### config.mk
export PLATFORM = sky130hd
export DESIGN_NAME = prsc_top
export DESIGN_NICKNAME = d
export VERILOG_FILES = /design/src/rtl/prsc_pkg.sv /design/src/rtl/prsc_state_ctl.sv /design/src/rtl/prsc_w1c_bank.sv /design/src/rtl/prsc_svc_flags.sv /design/src/rtl/prsc_top.sv
export SDC_FILE = /design/constraint.sdc
export NUM_CORES = 1
export LEC_CHECK = 0
export BUFFER_PORTS_ARGS = -buffer_cell sky130_fd_sc_hd__buf_2
export CAP_MARGIN = 20
export CORE_ASPECT_RATIO = 0.5
export CORE_UTILIZATION = 48
export CTS_CLUSTER_SIZE = 30
export DETAILED_ROUTE_END_ITERATION = 8
export GPL_ROUTABILITY_DRIVEN = 0
export PLACE_DENSITY = 0.77
export SLEW_MARGIN = 20
export SYNTH_ARGS = -nofsm -noshare
export SYNTH_HDL_FRONTEND = slang
export SYNTH_SLANG_ARGS = --single-unit
export TNS_END_PERCENT = 100
### constraint.sdc
create_clock -name clk -period 2 [get_ports clk]
set_input_delay 0.4 -clock clk [delete_from_list [all_inputs] [get_ports clk]]
set_output_delay 0.4 -clock clk [all_outputs]
set_load 0.05 [all_outputs]
### src/rtl/prsc_pkg.sv
package prsc_pkg;

    // Externally visible state codes (register 0, bits 1:0)
    typedef enum logic [1:0] {
        RS_RESET = 2'b00,
        RS_RUN   = 2'b01,
        RS_PAUSE = 2'b11
    } run_state_e;

    // Internal control states; C_ARMED is PAUSE with one leave command pending
    typedef enum logic [1:0] {
        C_RESET = 2'b00,
        C_RUN   = 2'b01,
        C_PAUSE = 2'b10,
        C_ARMED = 2'b11
    } ctl_state_e;

    localparam logic [1:0] CODE_RESET = 2'b00;
    localparam logic [1:0] CODE_RUN   = 2'b01;
    localparam logic [1:0] CODE_LEAVE = 2'b10;
    localparam logic [1:0] CODE_PAUSE = 2'b11;

    // Register map
    localparam int A_STATE   = 0;
    localparam int A_SOFTRST = 1;
    localparam int A_SVC     = 2;
    localparam int A_ERR     = 3;
    localparam int A_ERR_EN  = 4;
    localparam int A_MSTAT   = 5;

endpackage

### src/rtl/prsc_state_ctl.sv
module prsc_state_ctl
    import prsc_pkg::*;
#(
    parameter int SETTLE_CYC = 2
) (
    input  logic       clk,
    input  logic       rst_n,
    input  logic       wr_state,
    input  logic [1:0] wr_code,
    input  logic       soft_rst,
    output run_state_e state_o,
    output logic       valid_o,
    output logic       enter_reset_o
);

    localparam int CNT_W = (SETTLE_CYC < 2) ? 1 : $clog2(SETTLE_CYC + 1);

    ctl_state_e       ctl_q, ctl_d;
    logic [CNT_W-1:0] settle_q;
    logic             load_settle;
    logic             enter_rst;

    assign valid_o       = (settle_q == '0);
    assign enter_reset_o = enter_rst;

    // State register
    always_ff @(posedge clk or negedge rst_n) begin
        if (!rst_n) begin
            ctl_q <= C_RESET;
        end else begin
            ctl_q <= ctl_d;
        end
    end

    // Settle counter: valid is low while it is non-zero
    always_ff @(posedge clk or negedge rst_n) begin
        if (!rst_n) begin
            settle_q <= '0;
        end else if (load_settle) begin
            settle_q <= CNT_W'(SETTLE_CYC);
        end else if (settle_q != '0) begin
            settle_q <= settle_q - CNT_W'(1);
        end
    end

    // Next-state logic
    always_comb begin
        ctl_d       = ctl_q;
        load_settle = 1'b0;
        enter_rst   = 1'b0;
        if (soft_rst) begin
            ctl_d       = C_RESET;
            load_settle = 1'b1;
            enter_rst   = 1'b1;
        end else if (wr_state && valid_o) begin
            unique case (ctl_q)
                C_RESET, C_RUN: begin
                    unique case (wr_code)
                        CODE_RESET: begin
                            ctl_d       = C_RESET;
                            load_settle = 1'b1;
                            enter_rst   = 1'b1;
                        end
                        CODE_RUN: begin
                            ctl_d       = C_RUN;
                            load_settle = 1'b1;
                        end
                        CODE_PAUSE: begin
                            ctl_d       = C_PAUSE;
                            load_settle = 1'b1;
                        end
                        default: ctl_d = ctl_q;
                    endcase
                end
                C_PAUSE: begin
                    unique case (wr_code)
                        CODE_RUN: begin
                            ctl_d       = C_RUN;
                            load_settle = 1'b1;
                        end
                        CODE_PAUSE: begin
                            ctl_d       = C_PAUSE;
                            load_settle = 1'b1;
                        end
                        CODE_LEAVE: ctl_d = C_ARMED;
                        default:    ctl_d = C_PAUSE;
                    endcase
                end
                C_ARMED: begin
                    unique case (wr_code)
                        CODE_LEAVE: begin
                            ctl_d       = C_RESET;
                            load_settle = 1'b1;
                            enter_rst   = 1'b1;
                        end
                        CODE_RUN: begin
                            ctl_d       = C_RUN;
                            load_settle = 1'b1;
                        end
                        CODE_PAUSE: begin
                            ctl_d       = C_PAUSE;
                            load_settle = 1'b1;
                        end
                        default: ctl_d = C_PAUSE;
                    endcase
                end
                default: ctl_d = C_RESET;
            endcase
        end
    end

    // Output decode
    always_comb begin
        unique case (ctl_q)
            C_RESET: state_o = RS_RESET;
            C_RUN:   state_o = RS_RUN;
            C_PAUSE: state_o = RS_PAUSE;
            C_ARMED: state_o = RS_PAUSE;
            default: state_o = RS_RESET;
        endcase
    end

    // once valid falls it stays low for at least the next cycle
    a_r3_settle_min: assert property (@(posedge clk) disable iff (!rst_n)
        (!valid_o && $past(valid_o)) |=> !valid_o);

    // valid only returns after two low cycles
    a_r3_settle_len: assert property (@(posedge clk) disable iff (!rst_n)
        $rose(valid_o) |-> !$past(valid_o, 2));

    // state writes while settling leave the state alone
    a_r4_ignore_unsettled: assert property (@(posedge clk) disable iff (!rst_n)
        (wr_state && !valid_o && !soft_rst) |=> $stable(state_o));

    // a first leave command in PAUSE keeps PAUSE and valid
    a_r5_first_leave_holds: assert property (@(posedge clk) disable iff (!rst_n)
        (ctl_q == C_PAUSE && wr_state && wr_code == CODE_LEAVE && valid_o && !soft_rst)
        |=> (state_o == RS_PAUSE && valid_o));

    // soft reset always lands in RESET with valid low
    a_r6_soft_reset: assert property (@(posedge clk) disable iff (!rst_n)
        soft_rst |=> (state_o == RS_RESET && !valid_o));

endmodule

### src/rtl/prsc_w1c_bank.sv
module prsc_w1c_bank #(
    parameter int WIDTH = 32,
    parameter int LO    = 2,
    parameter int HI    = 6
) (
    input  logic             clk,
    input  logic             rst_n,
    input  logic             flush,
    input  logic [WIDTH-1:0] set_vec,
    input  logic [WIDTH-1:0] clr_vec,
    output logic [WIDTH-1:0] q
);

    for (genvar i = 0; i < WIDTH; i++) begin : g_bit
        if (i >= LO && i <= HI) begin : g_live
            logic bit_q;
            always_ff @(posedge clk or negedge rst_n) begin
                if (!rst_n) begin
                    bit_q <= 1'b0;
                end else if (flush) begin
                    bit_q <= 1'b0;
                end else begin
                    // set has priority over a same-cycle clear
                    bit_q <= set_vec[i] | (bit_q & ~clr_vec[i]);
                end
            end
            assign q[i] = bit_q;
        end else begin : g_rsvd
            logic unused_pair;
            assign unused_pair = set_vec[i] ^ clr_vec[i];
            assign q[i]        = 1'b0;
        end
    end

endmodule

### src/rtl/prsc_svc_flags.sv
module prsc_svc_flags (
    input  logic       clk,
    input  logic       rst_n,
    input  logic       flush,
    input  logic       ofifo_ne,
    input  logic       in_avail,
    input  logic [1:0] clr,
    output logic       out_flag,
    output logic       in_flag
);

    logic ofifo_prev, iav_prev;
    logic out_q, in_q;
    logic ofifo_fall, iav_rise;

    assign ofifo_fall = ofifo_prev & ~ofifo_ne;
    assign iav_rise   = in_avail & ~iav_prev;

    always_ff @(posedge clk or negedge rst_n) begin
        if (!rst_n) begin
            ofifo_prev <= 1'b0;
            iav_prev   <= 1'b0;
        end else begin
            ofifo_prev <= ofifo_ne;
            iav_prev   <= in_avail;
        end
    end

    always_ff @(posedge clk or negedge rst_n) begin
        if (!rst_n) begin
            out_q <= 1'b0;
            in_q  <= 1'b0;
        end else if (flush) begin
            out_q <= 1'b0;
            in_q  <= 1'b0;
        end else begin
            out_q <= ofifo_fall | (out_q & ~clr[0]);
            in_q  <= iav_rise | (in_q & ~clr[1]);
        end
    end

    assign out_flag = out_q;
    assign in_flag  = in_q;

    // a sampled fall of the output FIFO level raises the flag
    a_r11_out_fall: assert property (@(posedge clk) disable iff (!rst_n)
        ($fell(ofifo_ne) && !flush) |=> out_flag);

    // a sampled rise of input availability raises the flag
    a_r12_in_rise: assert property (@(posedge clk) disable iff (!rst_n)
        ($rose(in_avail) && !flush) |=> in_flag);

endmodule

### src/rtl/prsc_top.sv
module prsc_top
    import prsc_pkg::*;
#(
    parameter int DATA_W     = 32,
    parameter int ADDR_W     = 3,
    parameter int SETTLE_CYC = 2,
    parameter int ERR_LO     = 2,
    parameter int ERR_HI     = 6,
    parameter int MST_LO     = 2,
    parameter int MST_HI     = 24
) (
    input  logic                 clk,
    input  logic                 rst_n,
    input  logic                 reg_wr,
    input  logic [ADDR_W-1:0]    reg_addr,
    input  logic [DATA_W-1:0]    reg_wdata,
    output logic [DATA_W-1:0]    reg_rdata,
    input  logic [ERR_HI-ERR_LO:0] err_evt,
    input  logic [MST_HI-MST_LO:0] mst_evt,
    input  logic                 ofifo_not_empty,
    input  logic                 ififo_avail,
    output logic                 run_en,
    output logic                 out_svc,
    output logic                 in_svc,
    output logic                 err_irq
);

    localparam logic [DATA_W-1:0] ERR_MASK =
        (DATA_W'(1) << (ERR_HI + 1)) - (DATA_W'(1) << ERR_LO);

    run_state_e        state;
    logic              valid;
    logic              enter_rst;
    logic              wr_state, wr_soft;
    logic [DATA_W-1:0] err_set, err_clr, err_q;
    logic [DATA_W-1:0] mst_set, mst_clr, mst_q;
    logic [DATA_W-1:0] err_en_q;
    logic [1:0]        svc_clr;

    // Write decode
    assign wr_state = reg_wr && (reg_addr == ADDR_W'(A_STATE));
    assign wr_soft  = reg_wr && (reg_addr == ADDR_W'(A_SOFTRST)) && reg_wdata[0];
    assign err_clr  = (reg_wr && reg_addr == ADDR_W'(A_ERR))   ? reg_wdata : '0;
    assign mst_clr  = (reg_wr && reg_addr == ADDR_W'(A_MSTAT)) ? reg_wdata : '0;
    assign svc_clr  = (reg_wr && reg_addr == ADDR_W'(A_SVC))   ? reg_wdata[1:0] : 2'b00;
    assign err_set  = DATA_W'(err_evt) << ERR_LO;
    assign mst_set  = DATA_W'(mst_evt) << MST_LO;

    prsc_state_ctl #(
        .SETTLE_CYC (SETTLE_CYC)
    ) i_state (
        .clk           (clk),
        .rst_n         (rst_n),
        .wr_state      (wr_state),
        .wr_code       (reg_wdata[1:0]),
        .soft_rst      (wr_soft),
        .state_o       (state),
        .valid_o       (valid),
        .enter_reset_o (enter_rst)
    );

    prsc_w1c_bank #(
        .WIDTH (DATA_W),
        .LO    (ERR_LO),
        .HI    (ERR_HI)
    ) i_err (
        .clk     (clk),
        .rst_n   (rst_n),
        .flush   (enter_rst),
        .set_vec (err_set),
        .clr_vec (err_clr),
        .q       (err_q)
    );

    prsc_w1c_bank #(
        .WIDTH (DATA_W),
        .LO    (MST_LO),
        .HI    (MST_HI)
    ) i_mst (
        .clk     (clk),
        .rst_n   (rst_n),
        .flush   (enter_rst),
        .set_vec (mst_set),
        .clr_vec (mst_clr),
        .q       (mst_q)
    );

    prsc_svc_flags i_svc (
        .clk      (clk),
        .rst_n    (rst_n),
        .flush    (enter_rst),
        .ofifo_ne (ofifo_not_empty),
        .in_avail (ififo_avail),
        .clr      (svc_clr),
        .out_flag (out_svc),
        .in_flag  (in_svc)
    );

    // Error enable register (plain read/write, survives entry to RESET)
    always_ff @(posedge clk or negedge rst_n) begin
        if (!rst_n) begin
            err_en_q <= '0;
        end else if (reg_wr && reg_addr == ADDR_W'(A_ERR_EN)) begin
            err_en_q <= reg_wdata & ERR_MASK;
        end
    end

    // Read mux
    always_comb begin
        case (reg_addr)
            ADDR_W'(A_STATE):  reg_rdata = DATA_W'({valid, state});
            ADDR_W'(A_SVC):    reg_rdata = DATA_W'({in_svc, out_svc});
            ADDR_W'(A_ERR):    reg_rdata = err_q;
            ADDR_W'(A_ERR_EN): reg_rdata = err_en_q;
            ADDR_W'(A_MSTAT):  reg_rdata = mst_q;
            default:           reg_rdata = '0;
        endcase
    end

    assign run_en  = (state == RS_RUN) && valid;
    assign err_irq = |(err_q & err_en_q);

    // the engine never runs outside a settled RUN state
    a_r7_run_gate: assert property (@(posedge clk) disable iff (!rst_n)
        run_en |-> (reg_wr || 1'b1) && valid && state == RS_RUN);

    // entry into RESET leaves every sticky status cleared
    a_r8_reset_clears: assert property (@(posedge clk) disable iff (!rst_n)
        enter_rst |=> (err_q == '0 && mst_q == '0 && !out_svc && !in_svc));

    // reserved status bits never read as one
    a_r9_mst_rsvd: assert property (@(posedge clk) disable iff (!rst_n)
        (mst_q[1:0] == 2'b00 && mst_q[DATA_W-1:MST_HI+1] == '0));

    // a set event wins over a same-cycle write-one clear
    a_r13_set_wins: assert property (@(posedge clk) disable iff (!rst_n)
        (err_set[ERR_LO] && err_clr[ERR_LO] && !enter_rst) |=> err_q[ERR_LO]);

endmodule

# Yosys cells after proc, flatten, opt, wreduce, memory -nomap -nowiden

Cells that the tools add are included.

Bits in registers: 41
Output and inout bits: 36
Logic and storage cells: 221

Add/subtract/negate cells: 1
Eq/ne operators: 13
Mux-type cells: 54
Bitwise gates (word level): 95
Reduce and logical (&&, ||, !) cells: 23

Operators with widths:

| kind                                           | count |
|---|---|
| case mux 25 bit (5 select lines)               | 1 |
| 2-to-1 mux 1 bit                               | 39 |
| bitwise AND 1 bit                              | 32 |
| inverter 1 bit                                 | 32 |
| OR reduction 32 bit                            | 1 |
| bitwise OR 1 bit                               | 30 |
| 2-to-1 mux 25 bit                              | 1 |
| case mux 2 bit (3 select lines)                | 3 |
| 2-to-1 mux 2 bit                               | 5 |
| logical AND 1 bit                              | 9 |
| == test 2 bit (second input constant)          | 4 |
| case mux 2 bit (2 select lines)                | 2 |
| bitwise AND 7 bit                              | 1 |
| 2-to-1 mux 7 bit                               | 1 |
| == test 2 x 1 -> 1 bit (second input constant) | 3 |
| == test 3 x 2 -> 1 bit (second input constant) | 2 |
| == test 3 bit (second input constant)          | 2 |
| logical NOT 2 bit                              | 3 |
| nonzero test 2 bit                             | 3 |
| OR reduction 2 bit                             | 3 |
| OR reduction 3 bit                             | 2 |
| != test 5 x 2 -> 1 bit (second input constant) | 1 |
| == test 3 x 1 -> 1 bit (second input constant) | 1 |
| logical NOT 3 bit                              | 1 |
| 4 further kinds                                | 4 |

# Logic depth before layout (Yosys ltp)

Depth after elaboration: 7
Gate-level depth with buffers: 6
Mapped depth without buffers: 5

# Modules after synthesis

From an unflattened synthesis, not the netlist that was laid out.

Cells, all modules: 391
Area, all modules: 3,413.3 µm²

By module, submodules not included:

| module                 | times used | cells an instance | area each (µm²) | sequential area each (µm²) |
|---|---|---|---|---|
| prsc_top               | 1          | 159               | 1,252.5         | 125.1 |
| prsc_w1c_bank at i_mst | 1          | 127               | 1,187.4         | 575.6 |
| prsc_w1c_bank at i_err | 1          | 53                | 444.2           | 125.1 |
| prsc_state_ctl         | 1          | 42                | 394.1           | 100.1 |
| prsc_svc_flags         | 1          | 10                | 135.1           | 100.1 |

# Worst setup path after synthesis

Ideal clock, no wire load.

Path type: reg2out
From: reg i_state.settle_q[0]
To: out reg_rdata[2]
Arrival time: 2,079 ps
Required time: 1,600 ps
Path slack: -479 ps
Cell stages (with the launch flop): 6
Cells stage by stage: dfrtp_1 -> inv_1 -> ha_1 -> clkbuf_1 -> a22oi_1 -> o21ai_0

Word-level cells in the longest chain between the ends: 2

Ends and longest elaborated chain:

| element                          | line                 | source |
|---|---|---|
| start: declaration               | prsc_state_ctl.sv:19 | `logic [CNT_W-1:0] settle_q;` |
| start signal: assignment         | prsc_state_ctl.sv:40 | `settle_q <= CNT_W'(SETTLE_CYC);` |
| start signal: assignment         | prsc_state_ctl.sv:42 | `settle_q <= settle_q - CNT_W'(1);` |
| logical NOT 2 bit                | prsc_state_ctl.sv:23 | `assign valid_o = (settle_q == '0);` |
| case mux 25 bit (5 select lines) | prsc_top.sv:110      | `case (reg_addr)` |
| end: declaration                 | prsc_top.sv:17       | `output logic [DATA_W-1:0] reg_rdata,` |

Every way passes these cells.

# Final worst setup path

From: in reg_addr[1]
To: out reg_rdata[12]

Word-level cells in the longest chain between the ends: 2

Ends and longest elaborated chain:

| element                               | line            | source |
|---|---|---|
| start: declaration                    | prsc_top.sv:15  | `input logic [ADDR_W-1:0] reg_addr,` |
| == test 3 bit (tied with other cells) | prsc_top.sv:110 |  |
| case mux 25 bit (5 select lines) *    | prsc_top.sv:110 |  |

Mark *: on every way between the ends. The rest lies on a longest branch, timed or not.

==> flow_summary.json <==
{
  "ys_seq_elements": 41,
  "min_period_ns": 1.89,
  "setup_viol_count_final": 0,
  "synthesis.area_um2": 2530,
  "dp_hpwl_um": 4420,
  "die_h_um": 53.3,
  "die_x_um": 105,
  "cts.path.max_buffers": 2,
  "cp_top_family": "buffers and inverters",
  "grt_pass1_wl_um": 9640,
  "grt_setup_unrepaired": "no",
  "htree_levels": 2,
  "worstSetupStartpoint": "reg_addr[1]",
  "grt_remaining_overflow": 0,
  "drcViolationCount": 0,
  "timing.final.ws_setup_ns": 0.114,
  "syn_inst": 273,
  "area_growth_pct": 24.4,
  "rr_startpoint": "i_state.settle_q[0]$_DFFE_PN0P_",
  "wl_per_cell_um": 13.5,
  "end_kind": "output port",
  "path_class": "in2out",
  "clock_latency_ns": 0.29,
  "crit_path_max_incr_delay_ns": 0.26,
  "maxCapViolCount": 0,
  "vias_per_cell": 5.13,
  "max_slew_margin_pct": 60.8,
  "rows": 18,
  "cts.clk_slew.worst_paths_ns": 0.08,
  "preCtsSetupSlack_ns": 0.0988,
  "clock.fmax_mhz": 530,
  "ant_nets": 0,
  "antenna_found_initial": 0,
  "worstPathArrival_ns": 1.49,
  "synthFlopType": "dfrtp_1",
  "final.setup.tns_ns": 0,
  "drt_iter0_markers": 53,
  "core_area_um2": 5000,
  "yosysSeqAreaShare_pct": 40.6,
  "p_leak_uw": 0.00164,
  "grt_pass1_vias": 2136,
  "cp_common_cell": "buf_2",
  "cp.required_ns": 1.60,
  "cp_cell_sequence": "buf_2 > nand2b_2 > nor2_2 > buf_12 > and2_1 > buf_2",
  "slew_violations": 0,
  "nets": 442,
  "syn_avg_cell_area_um2": 9.25,
  "hold_class": "in2async",
  "ioPinCount": 104,
  "skew_ns": 0.00296,
  "die_area_um2": 5570,
  "fin_crit_sh_pct": 94.3,
  "place.port_buffers": 89,
  "grt_usage_pct": 22.2,
  "cts_root_buf": "clkbuf_8",
  "drive_gt1_share_pct": 34.4,
  "synthArstFlopShare_pct": 100,
  "total_power_uw": 2320,
  "place_area_um2": 3050,
  "path_max_fanout": 18,
  "final_area_um2": 3140,
  "num_vias": 2238,
  "cts-buffers-inserted": 5,
  "hold_viol_final": 0,
  "tightestPinTransition_ns": 0.589,
  "antenna-diode-count": 0,
  "start_util_pct": 50.5,
  "crit_path_start_kind": "input port",
  "yosys_warnings": 0,
  "vdd_drop_max_v": 0.000404,
  "synth_edf_count": 0,
  "grt_max_degree": 31,
  "wl_um": 5910,
  "drtPass1Iterations": 4,
  "power_density_nw_per_um2": 738,
  "crit_slowest_cell": "buf_2",
  "ys_types": 45,
  "status": "finished, final reports clean",
  "cts_tree": "done",
  "numClockSinks": 41,
  "critPathBufInv": 3
}
==> metal layers <==
metal / vias to the layer above / global-route usage (%) / part of all wire, %
met5: - / 0 / 0
li1: 1101 / - / -
met1: 1060 / 26.9 / 44
met2: 64 / 41.6 / 50
met3: 13 / 3.94 / 4.0
met4: 0 / 6.10 / 1.8
==> cells in the mapped netlist (all sizes together), types with 2 or more instances <==
master	count	area share, %
nor4	2	1.1
nand4	2	0.50
nor2	4	0.69
nand2b	6	1.6
o21ai	31	6.1
dfrtp	41	41
a22o	8	2.8
mux2i	3	1.2
buf	19	5.5
nor2b	4	0.99
mux2	7	3.1
inv	59	8.8
a22oi	2	0.59
nor3	2	0.40
and2	18	4.5
clkbuf	2	0.30
ha	8	4.0
nand4b	2	0.69
a211oi	31	9.2
o22ai	2	0.50
and3	2	0.50
==> worst register-to-register path, delay by kind of cell (launching register included) <==
kind            cells  cell delay [ns]
compound gates      2             0.51
flops               1             0.41
fa+ha+maj           1             0.24
buf+inv             2             0.23
==> layout make-up <==
| cell class | count | area (um2) |
|---|---|---|
| multi-input cells | 158 | 1160 |
| inverters | 59 | 221 |
| clock buffers | 6 | 82.6 |
| well taps | 70 | 87.6 |
| repair buffers | 101 | 553 |
| fillers | 440 | 1860 |
| clock inverters | 1 | 7.51 |
| flip-flops and latches | 41 | 1030 |
==> power by group <==
group / total, uW / switching (uW) / internal, uW
Clock: 562 / 289 / 273
Sequential: 1010 / 85.2 / 928
Combinational: 743 / 446 / 297
Total: 2320 / 821 / 1500
==> state kept, by name (all words and copies together), names as in the netlist <==
signal	flops
i_state.settle_q	2
i_svc.out_flag	1
i_state.ctl_q	2
i_svc.in_flag	1
i_svc.ofifo_prev	1
err_en_q	5
i_mst.g_bit.g_live.bit_q	23
i_err.g_bit.g_live.bit_q	5
i_svc.iav_prev	1
==> kinds of logic (layout without fill, tap and decap cells) <==
group,count (synthesis),in the layout,synth area share (%)
fa+ha+maj,8,8,3.96
buf+inv,80,167,14.6
simple gates,51,51,14.2
mux,10,10,4.31
flops,41,41,40.6
other cells,1,7,0.148
xor+xnor,1,1,0.347
compound gates,81,81,21.9
==> through the flow <==
| step | util (%) | instances | hold slack [ns] |
|---|---|---|---|
| 6_report | 62.9 | 436 | 0.105 |
| 5_1_grt | 62.9 | 436 | 0.148 |
| 4_1_cts | 62.8 | 436 | 0.127 |
| 3_5_place_dp | 60.9 | 429 | 0.447 |
| 3_3_place_gp | 60.9 | 429 | 0.438 |
| 2_1_floorplan | - | 279 | 0.104 |
==> path summary, 6_finish.rpt <==
| check | endpoint | slack [ns] | depth (start not counted) |
|---|---|---|---|
| setup / recovery | reg_rdata[12] | 0.11 | 6 |
| hold / removal | i_err.g_bit[4].g_live.bit_q$_DFF_PN0_ | 0.10 | 1 |
| setup reg to reg | i_mst.g_bit[20].g_live.bit_q$_DFF_PN0_ | 0.48 | 5 |
| hold reg to reg | i_svc.in_flag$_DFF_PN0_ | 0.52 | 2 |
| max in group asynchronous | i_mst.g_bit[2].g_live.bit_q$_DFF_PN0_ | 1.35 | 2 |
| min in group clk | i_svc.ofifo_prev$_DFF_PN0_ | 0.23 | 1 |
==> placed cells by master (no fill, tap or decap), types with 2 or more instances in the layout <==
cell type   n
inv_1      58
nor2_1      2
buf_2      87
and3_1      2
a22oi_1     2
clkbuf_8    6
ha_1        7
mux2_2      7
nor2b_1     4
nand4b_1    2
dfrtp_1    41
o22ai_1     2
conb_1      7
a211oi_1   31
buf_4      12
and2_1     18
nand2b_1    5
o21ai_0    30
mux2i_1     3
nand4_1     2
nor2_2      2
a22o_1      8
==> repair_timing <==
item / CTS / global route
pin swaps: 0 / 0
setup endpoints to repair: 1 / 5
resized for setup: 1 / 2
endpoints found under the hold margin: 0 / 0
setup buffers: 0 / 0
hold buffers: 0 / 0
(Power assumes the default switching activity.)
